<file path="config.mk">
export PLATFORM = sky130hd
export DESIGN_NAME = gp_timer
export DESIGN_NICKNAME = d
export VERILOG_FILES = /design/src/rtl/gpt_pkg.sv /design/src/rtl/gpt_div.sv /design/src/rtl/gpt_counter.sv /design/src/rtl/gp_timer.sv
export SDC_FILE = /design/constraint.sdc
export NUM_CORES = 1
export LEC_CHECK = 0
export BUFFER_PORTS_ARGS = -buffer_cell sky130_fd_sc_hd__buf_2
export CAP_MARGIN = 25
export CORE_UTILIZATION = 40
export CTS_BUF_LIST = sky130_fd_sc_hd__clkbuf_8
export CTS_CLUSTER_DIAMETER = 200
export DETAILED_ROUTE_END_ITERATION = 8
export SYNTH_ARGS = -nofsm -noshare
export SYNTH_HDL_FRONTEND = slang
export SYNTH_HIERARCHICAL = 1
export SYNTH_SLANG_ARGS = --single-unit
</file>
<file path="constraint.sdc">
create_clock -name clk_i -period 6.5 [get_ports clk_i]
set_input_delay 1.95 -clock clk_i [delete_from_list [all_inputs] [get_ports clk_i]]
set_output_delay 1.95 -clock clk_i [all_outputs]
set_load 0.02 [all_outputs]
</file>
<file path="src/rtl/gpt_pkg.sv">
package gpt_pkg;
  localparam int unsigned REG_W = 32;
  localparam int unsigned AW    = 4;

  localparam logic [AW-1:0] A_CTRL = 4'd0;
  localparam logic [AW-1:0] A_PRE  = 4'd1;
  localparam logic [AW-1:0] A_STAT = 4'd2;
  localparam logic [AW-1:0] A_IEN  = 4'd3;
  localparam logic [AW-1:0] A_CMP0 = 4'd4;
  localparam logic [AW-1:0] A_CMP1 = 4'd5;
  localparam logic [AW-1:0] A_CMP2 = 4'd6;
  localparam logic [AW-1:0] A_CAP0 = 4'd7;
  localparam logic [AW-1:0] A_CAP1 = 4'd8;
  localparam logic [AW-1:0] A_CNT  = 4'd9;

  localparam int unsigned B_EN   = 0;
  localparam int unsigned B_SRC  = 6;
  localparam int unsigned B_FREE = 9;
  localparam int unsigned B_OSC  = 10;
  localparam int unsigned B_SRST = 15;

  localparam logic [2:0] SRC_PER = 3'd1;
  localparam logic [2:0] SRC_OSC = 3'd5;

  localparam logic [REG_W-1:0] CTRL_MASK = 32'h0000_07C1;
endpackage

</file>
<file path="src/rtl/gpt_div.sv">
module gpt_div #(
  parameter int unsigned W = 12
) (
  input  logic         clk_i,
  input  logic         rst_ni,
  input  logic         clr_i,
  input  logic         tick_i,
  input  logic [W-1:0] div_i,
  output logic         tick_o
);
  logic [W-1:0] phase_q;
  logic         wrap;

  assign wrap   = (phase_q == div_i);
  assign tick_o = tick_i && wrap;

  always_ff @(posedge clk_i or negedge rst_ni) begin
    if (!rst_ni)      phase_q <= '0;
    else if (clr_i)   phase_q <= '0;
    else if (tick_i)  phase_q <= wrap ? '0 : phase_q + W'(1);
  end

  // phase never passes the divide value, or a period would be lost
  assert_phase_bound_R7: assert property (@(posedge clk_i) disable iff (!rst_ni)
    phase_q <= div_i);
  assert_clr_restart_R11: assert property (@(posedge clk_i) disable iff (!rst_ni)
    clr_i |=> (phase_q == '0));
endmodule

</file>
<file path="src/rtl/gpt_counter.sv">
module gpt_counter #(
  parameter int unsigned CW = 32
) (
  input  logic          clk_i,
  input  logic          rst_ni,
  input  logic          clr_i,
  input  logic          tick_i,
  input  logic          free_i,
  input  logic [CW-1:0] cmp_i,
  output logic [CW-1:0] cnt_o
);
  logic [CW-1:0] cnt_q;
  logic          past_ok;

  always_ff @(posedge clk_i or negedge rst_ni) begin
    if (!rst_ni)     cnt_q <= '0;
    else if (clr_i)  cnt_q <= '0;
    else if (tick_i) cnt_q <= (!free_i && cnt_q == cmp_i) ? '0 : cnt_q + CW'(1);
  end

  always_ff @(posedge clk_i or negedge rst_ni) begin
    if (!rst_ni) past_ok <= 1'b0;
    else         past_ok <= 1'b1;
  end

  assign cnt_o = cnt_q;

  assert_step_R3: assert property (@(posedge clk_i) disable iff (!rst_ni || !past_ok)
    (cnt_q != $past(cnt_q)) |-> (cnt_q == $past(cnt_q) + CW'(1) || cnt_q == '0));
  assert_no_tick_hold_R2: assert property (@(posedge clk_i) disable iff (!rst_ni)
    (!tick_i && !clr_i) |=> $stable(cnt_q));
endmodule

</file>
<file path="src/rtl/gp_timer.sv">
module gp_timer
  import gpt_pkg::*;
#(
  parameter int unsigned CNT_W       = 32,
  parameter int unsigned N_W         = 12,
  parameter int unsigned M_W         = 4,
  parameter int unsigned SRST_CYCLES = 4
) (
  input  logic             clk_i,
  input  logic             rst_ni,
  input  logic             req_i,
  input  logic             we_i,
  input  logic [AW-1:0]    addr_i,
  input  logic [REG_W-1:0] wdata_i,
  output logic [REG_W-1:0] rdata_o,
  input  logic             per_tick_i,
  input  logic             osc_tick_i
);
  localparam int unsigned SW = $clog2(SRST_CYCLES + 1);
  localparam int unsigned PW = N_W + M_W;
  localparam logic [REG_W-1:0] PRE_MASK = REG_W'((64'd1 << PW) - 64'd1);

  logic [REG_W-1:0] ctrl_q, pre_q, ien_q;
  logic [REG_W-1:0] cmp_q [3];
  logic [REG_W-1:0] cap_q [2];
  logic [SW-1:0]    srst_q;
  logic             busy, wr_ok, srst_go, pre_wr;
  logic [2:0]       src;
  logic             osc_in, osc_out, main_in, main_out;
  logic [CNT_W-1:0] cnt;

  assign busy    = (srst_q != '0);
  assign wr_ok   = req_i && we_i && !busy;
  assign srst_go = wr_ok && addr_i == A_CTRL && wdata_i[B_SRST];
  assign pre_wr  = wr_ok && addr_i == A_PRE;

  always_ff @(posedge clk_i or negedge rst_ni) begin
    if (!rst_ni) begin
      ctrl_q <= '0; pre_q <= '0; ien_q <= '0; srst_q <= '0;
      for (int i = 0; i < 3; i++) cmp_q[i] <= '0;
      for (int i = 0; i < 2; i++) cap_q[i] <= '0;
    end else if (srst_go) begin
      ctrl_q <= '0; pre_q <= '0; ien_q <= '0;
      srst_q <= SW'(SRST_CYCLES);
      for (int i = 0; i < 3; i++) cmp_q[i] <= '0;
      for (int i = 0; i < 2; i++) cap_q[i] <= '0;
    end else if (busy) begin
      srst_q <= srst_q - SW'(1);
    end else if (wr_ok) begin
      unique case (addr_i)
        A_CTRL: ctrl_q   <= wdata_i & CTRL_MASK;
        A_PRE:  pre_q    <= wdata_i & PRE_MASK;
        A_IEN:  ien_q    <= wdata_i;
        A_CMP0: cmp_q[0] <= wdata_i;
        A_CMP1: cmp_q[1] <= wdata_i;
        A_CMP2: cmp_q[2] <= wdata_i;
        A_CAP0: cap_q[0] <= wdata_i;
        A_CAP1: cap_q[1] <= wdata_i;
        default: ;
      endcase
    end
  end

  // tick path: source select -> oscillator divider -> main divider -> counter
  assign src     = ctrl_q[B_SRC +: 3];
  assign osc_in  = ctrl_q[B_EN] && ctrl_q[B_OSC] && src == SRC_OSC && osc_tick_i;
  assign main_in = (ctrl_q[B_EN] && src == SRC_PER && per_tick_i) || osc_out;

  gpt_div #(.W(M_W)) u_osc_div (
    .clk_i, .rst_ni,
    .clr_i  (srst_go || busy || pre_wr),
    .tick_i (osc_in),
    .div_i  (pre_q[N_W +: M_W]),
    .tick_o (osc_out)
  );

  gpt_div #(.W(N_W)) u_main_div (
    .clk_i, .rst_ni,
    .clr_i  (srst_go || busy || pre_wr),
    .tick_i (main_in),
    .div_i  (pre_q[N_W-1:0]),
    .tick_o (main_out)
  );

  gpt_counter #(.CW(CNT_W)) u_cnt (
    .clk_i, .rst_ni,
    .clr_i  (srst_go || busy),
    .tick_i (main_out),
    .free_i (ctrl_q[B_FREE]),
    .cmp_i  (cmp_q[0][CNT_W-1:0]),
    .cnt_o  (cnt)
  );

  always_comb begin
    unique case (addr_i)
      A_CTRL:  rdata_o = ctrl_q | (REG_W'(busy) << B_SRST);
      A_PRE:   rdata_o = pre_q;
      A_IEN:   rdata_o = ien_q;
      A_CMP0:  rdata_o = cmp_q[0];
      A_CMP1:  rdata_o = cmp_q[1];
      A_CMP2:  rdata_o = cmp_q[2];
      A_CAP0:  rdata_o = cap_q[0];
      A_CAP1:  rdata_o = cap_q[1];
      A_CNT:   rdata_o = REG_W'(cnt);
      default: rdata_o = '0;
    endcase
  end

  assert_hold_when_off_R2: assert property (@(posedge clk_i) disable iff (!rst_ni)
    (!ctrl_q[B_EN] && !srst_go) |=> $stable(cnt));
  assert_srst_countdown_R9: assert property (@(posedge clk_i) disable iff (!rst_ni)
    busy |=> (srst_q == $past(srst_q) - SW'(1)));
  assert_osc_gate_R6: assert property (@(posedge clk_i) disable iff (!rst_ni)
    !ctrl_q[B_OSC] |-> !osc_out);
  assert_src_gate_R5: assert property (@(posedge clk_i) disable iff (!rst_ni)
    (src != SRC_PER && src != SRC_OSC) |-> !main_out);
endmodule

</file>
==> flow_summary.ini <==
[sta]
tns_ns = 0
setup_violations = 0
finalHoldViolations = 0
fmax_ghz = 0.169
drv_slew = 0
grt_setup_unrepaired = false
fin_crit_sh_pct = 91.2
fin_skew_ns = 0.0215
worst_pin_slew_ns = 1.08
relSlewSlack_pct = 28.1
fin_crit_ns = 5.93

[layout]
fin_nets = 1262
antenna_cells = 0
final_common_cell = dfrtp_1
postLayoutCoreUtil_pct = 46.6
layout_common_cells = dfrtp_1, a22o_1, buf_2, clkbuf_8, nand2_1
syn2layout_area_growth_pct = 15.0
drive_gt1_share_pct = 21.4

[clock_tree]
ctsLongestPathBuffers = 3
cts_setup_buffers = 0
cts_made_buffers = 47
cts_tree = built
cts-resized-gates = 0
cts_max_level = 2
cts_root_buffer = clkbuf_8
clk_pin_slew_ns = 0.06
clock-sinks = 265
ctsHoldBuffers = 0
clk-insertion-delay-late_ns = 0.57

[setup_path]
crit_required_ns = 4.55
cp_cell_sequence = buf_2 > nand2_1 > buf_4 > nor3_2 > a221oi_1 > o221ai_1 > buf_2
arrival_ns = 3.98
crit_path_frequent_cell = buf_2
cpPeakStageDelay_ns = 0.65
end_kind = output pin
critical_path_class = in -> out
path_buf_inv = 3
crit_fanout = 22
crit_family = buffers and inverters
cp-start-kind = primary input
crit_slowest_cell = nor3_2

[place]
dpl.hpwl_mm = 30.3
gp_congestion = 0.924
portBuffers = 73

[power_and_ir_drop]
p_leak_nw = 6.78
irDropWorstVdd_uv = 133
p_per_area_nw_per_um2 = 293

[logic_synthesis]
syn_area_um2 = 13200
ys.flop_type = dfrtp_1
avgSynthCellArea_um2 = 11.5
netlist_instances = 1144
ys_warn_count = 6
yosysSeqAreaShare_pct = 50.4
synth_fp_nets = 1191
synth.ff_latch_count = 265
synth.distinct_cells = 75
synth_edf_count = 0
async_flop_share_pct = 100

[die]
rows = 66
dieHeight_um = 183
initial_core_util_pct = 40.5
num_io_pins = 74
dieArea_um2 = 33600
die_width_um = 183
coreArea_um2 = 32500

[detailed_routing]
vias = 10800
drt-initial-drc-count = 1130
drc = 0
wire_per_inst_um = 26.9
ant_nets = 0
viasPerCell = 6.39
routed_wl_mm = 45.4
dr.pass1.iters = 5

[global_route]
grt_pass1_wl_mm = 69.0
grt_max_degree = 121
overflow = 0
antenna_found_initial = 0
grt_pass1_vias = 10700
grt_usage_pct = 27.3

[status]
status = finished, final reports clean

[job]
maxCapViolations = 0

[min_path]
hp-class = reg -> reg
-- worst register-to-register path, cell delays in order, from the launching register on --
cell and delay [ns]:
dfrtp_1 0.41, xor2_1 0.18, nor4_2 0.52, and2_1 0.21
or2_2 0.21, inv_1 0.16, nor4_2 0.66, buf_4 0.54
nand4_1 0.41, nor4_1 0.45, xnor2_1 0.11, a211oi_1 0.23
-- where the power goes --
| part | internal, mW | switching, mW | total, mW |
|---|---|---|---|
| Combinational | 0.363 | 0.473 | 0.837 |
| Sequential | 1.88 | 0.179 | 2.06 |
| Clock | 0.828 | 0.712 | 1.54 |
-- registers in the layout (all words and copies together), names as in the netlist --
| name | cells |
|---|---|
| cmp_q | 96 |
| cap_q | 64 |
| ien_q | 32 |
| u_cnt/cnt_o | 32 |
| pre_q | 16 |
| u_main_div/phase_q | 12 |
| ctrl_q | 6 |
| u_osc_div/phase_q | 4 |
| srst_q | 3 |
-- per-stage QoR --
stage               hold WS [ns]  area (um^2)  worst slack (ns)  power, mW  cells
CTS                        0.497        15100             0.631       4.45   1692
global placement           0.476        14200             0.658       2.90   1606
floorplan                  0.461        13200             0.967       2.59   1144
finish                     0.496        15100             0.571       4.44   1692
detailed placement         0.477        14200             0.634       2.91   1608
global route               0.504        15100             0.562       4.64   1692
-- layer usage --
layer | wire [um] | global-route usage, % | up-vias
met3 | 3620 | 4.92 | 95
met5 | 0 | 0 | -
met1 | 19500 | 38.4 | 5555
met4 | 1650 | 10.5 | 0
met2 | 20600 | 41.8 | 582
li1 | - | - | 4587
-- synth_stat cells (13+ instances only) --
master,n,area share [%]
clkbuf_1,68,1.9
buf_2,16,0.61
nor3_1,14,0.53
mux2i_1,21,1.6
mux2_2,27,2.3
a221oi_1,13,0.87
nor4_1,17,0.81
buf_1,14,0.40
xnor2_1,40,2.7
nand2_1,49,1.4
nand2b_1,14,0.67
a22oi_1,36,2.1
dfrtp_1,265,50
nand3_1,21,0.80
inv_1,20,0.57
nor2_1,36,1.0
xor2_1,36,2.4
a211oi_1,29,1.7
a22o_1,217,14
-- cells by family after synthesis --
logic type                 synth area share, %
adders and majority gates                0.476
and+or+nand+nor                           9.97
DFF                                       50.4
buffers and inverters                     3.81
muxes                                     4.42
xor gates and xnor gates                  5.64
AOI/OAI and AO/OA                         25.3
-- path summary, 6_finish.rpt --
path / start / cells after the start / to / slack [ns]
setup / recovery: addr_i[1] / 7 / rdata_o[7] / 0.57
hold / removal: ien_q[5]$_DFFE_PN0P_ / 1 / ien_q[5]$_DFFE_PN0P_ / 0.50
setup reg to reg: pre_q[13]$_DFFE_PN0P_ / 11 / u_cnt/cnt_o[22]$_DFFE_PN0P_ / 2.31
hold reg to reg: ien_q[5]$_DFFE_PN0P_ / 1 / ien_q[5]$_DFFE_PN0P_ / 0.50
max in group asynchronous: rst_ni / 2 / u_cnt/cnt_o[9]$_DFFE_PN0P_ / 3.89
min in group asynchronous: rst_ni / 1 / u_osc_div/phase_q[0]$_DFFE_PN0P_ / 1.44
-- area by class of cell --
cell class	count	area [um^2]
clock buffers	60	826
clock inverters	24	108
fillers	2991	17300
inverters	20	75.1
multi-input cells	756	6120
flip-flops and latches	265	6630
well taps	442	553
repair buffers	125	823
Note: power is estimated with default switching activity, not from simulation.
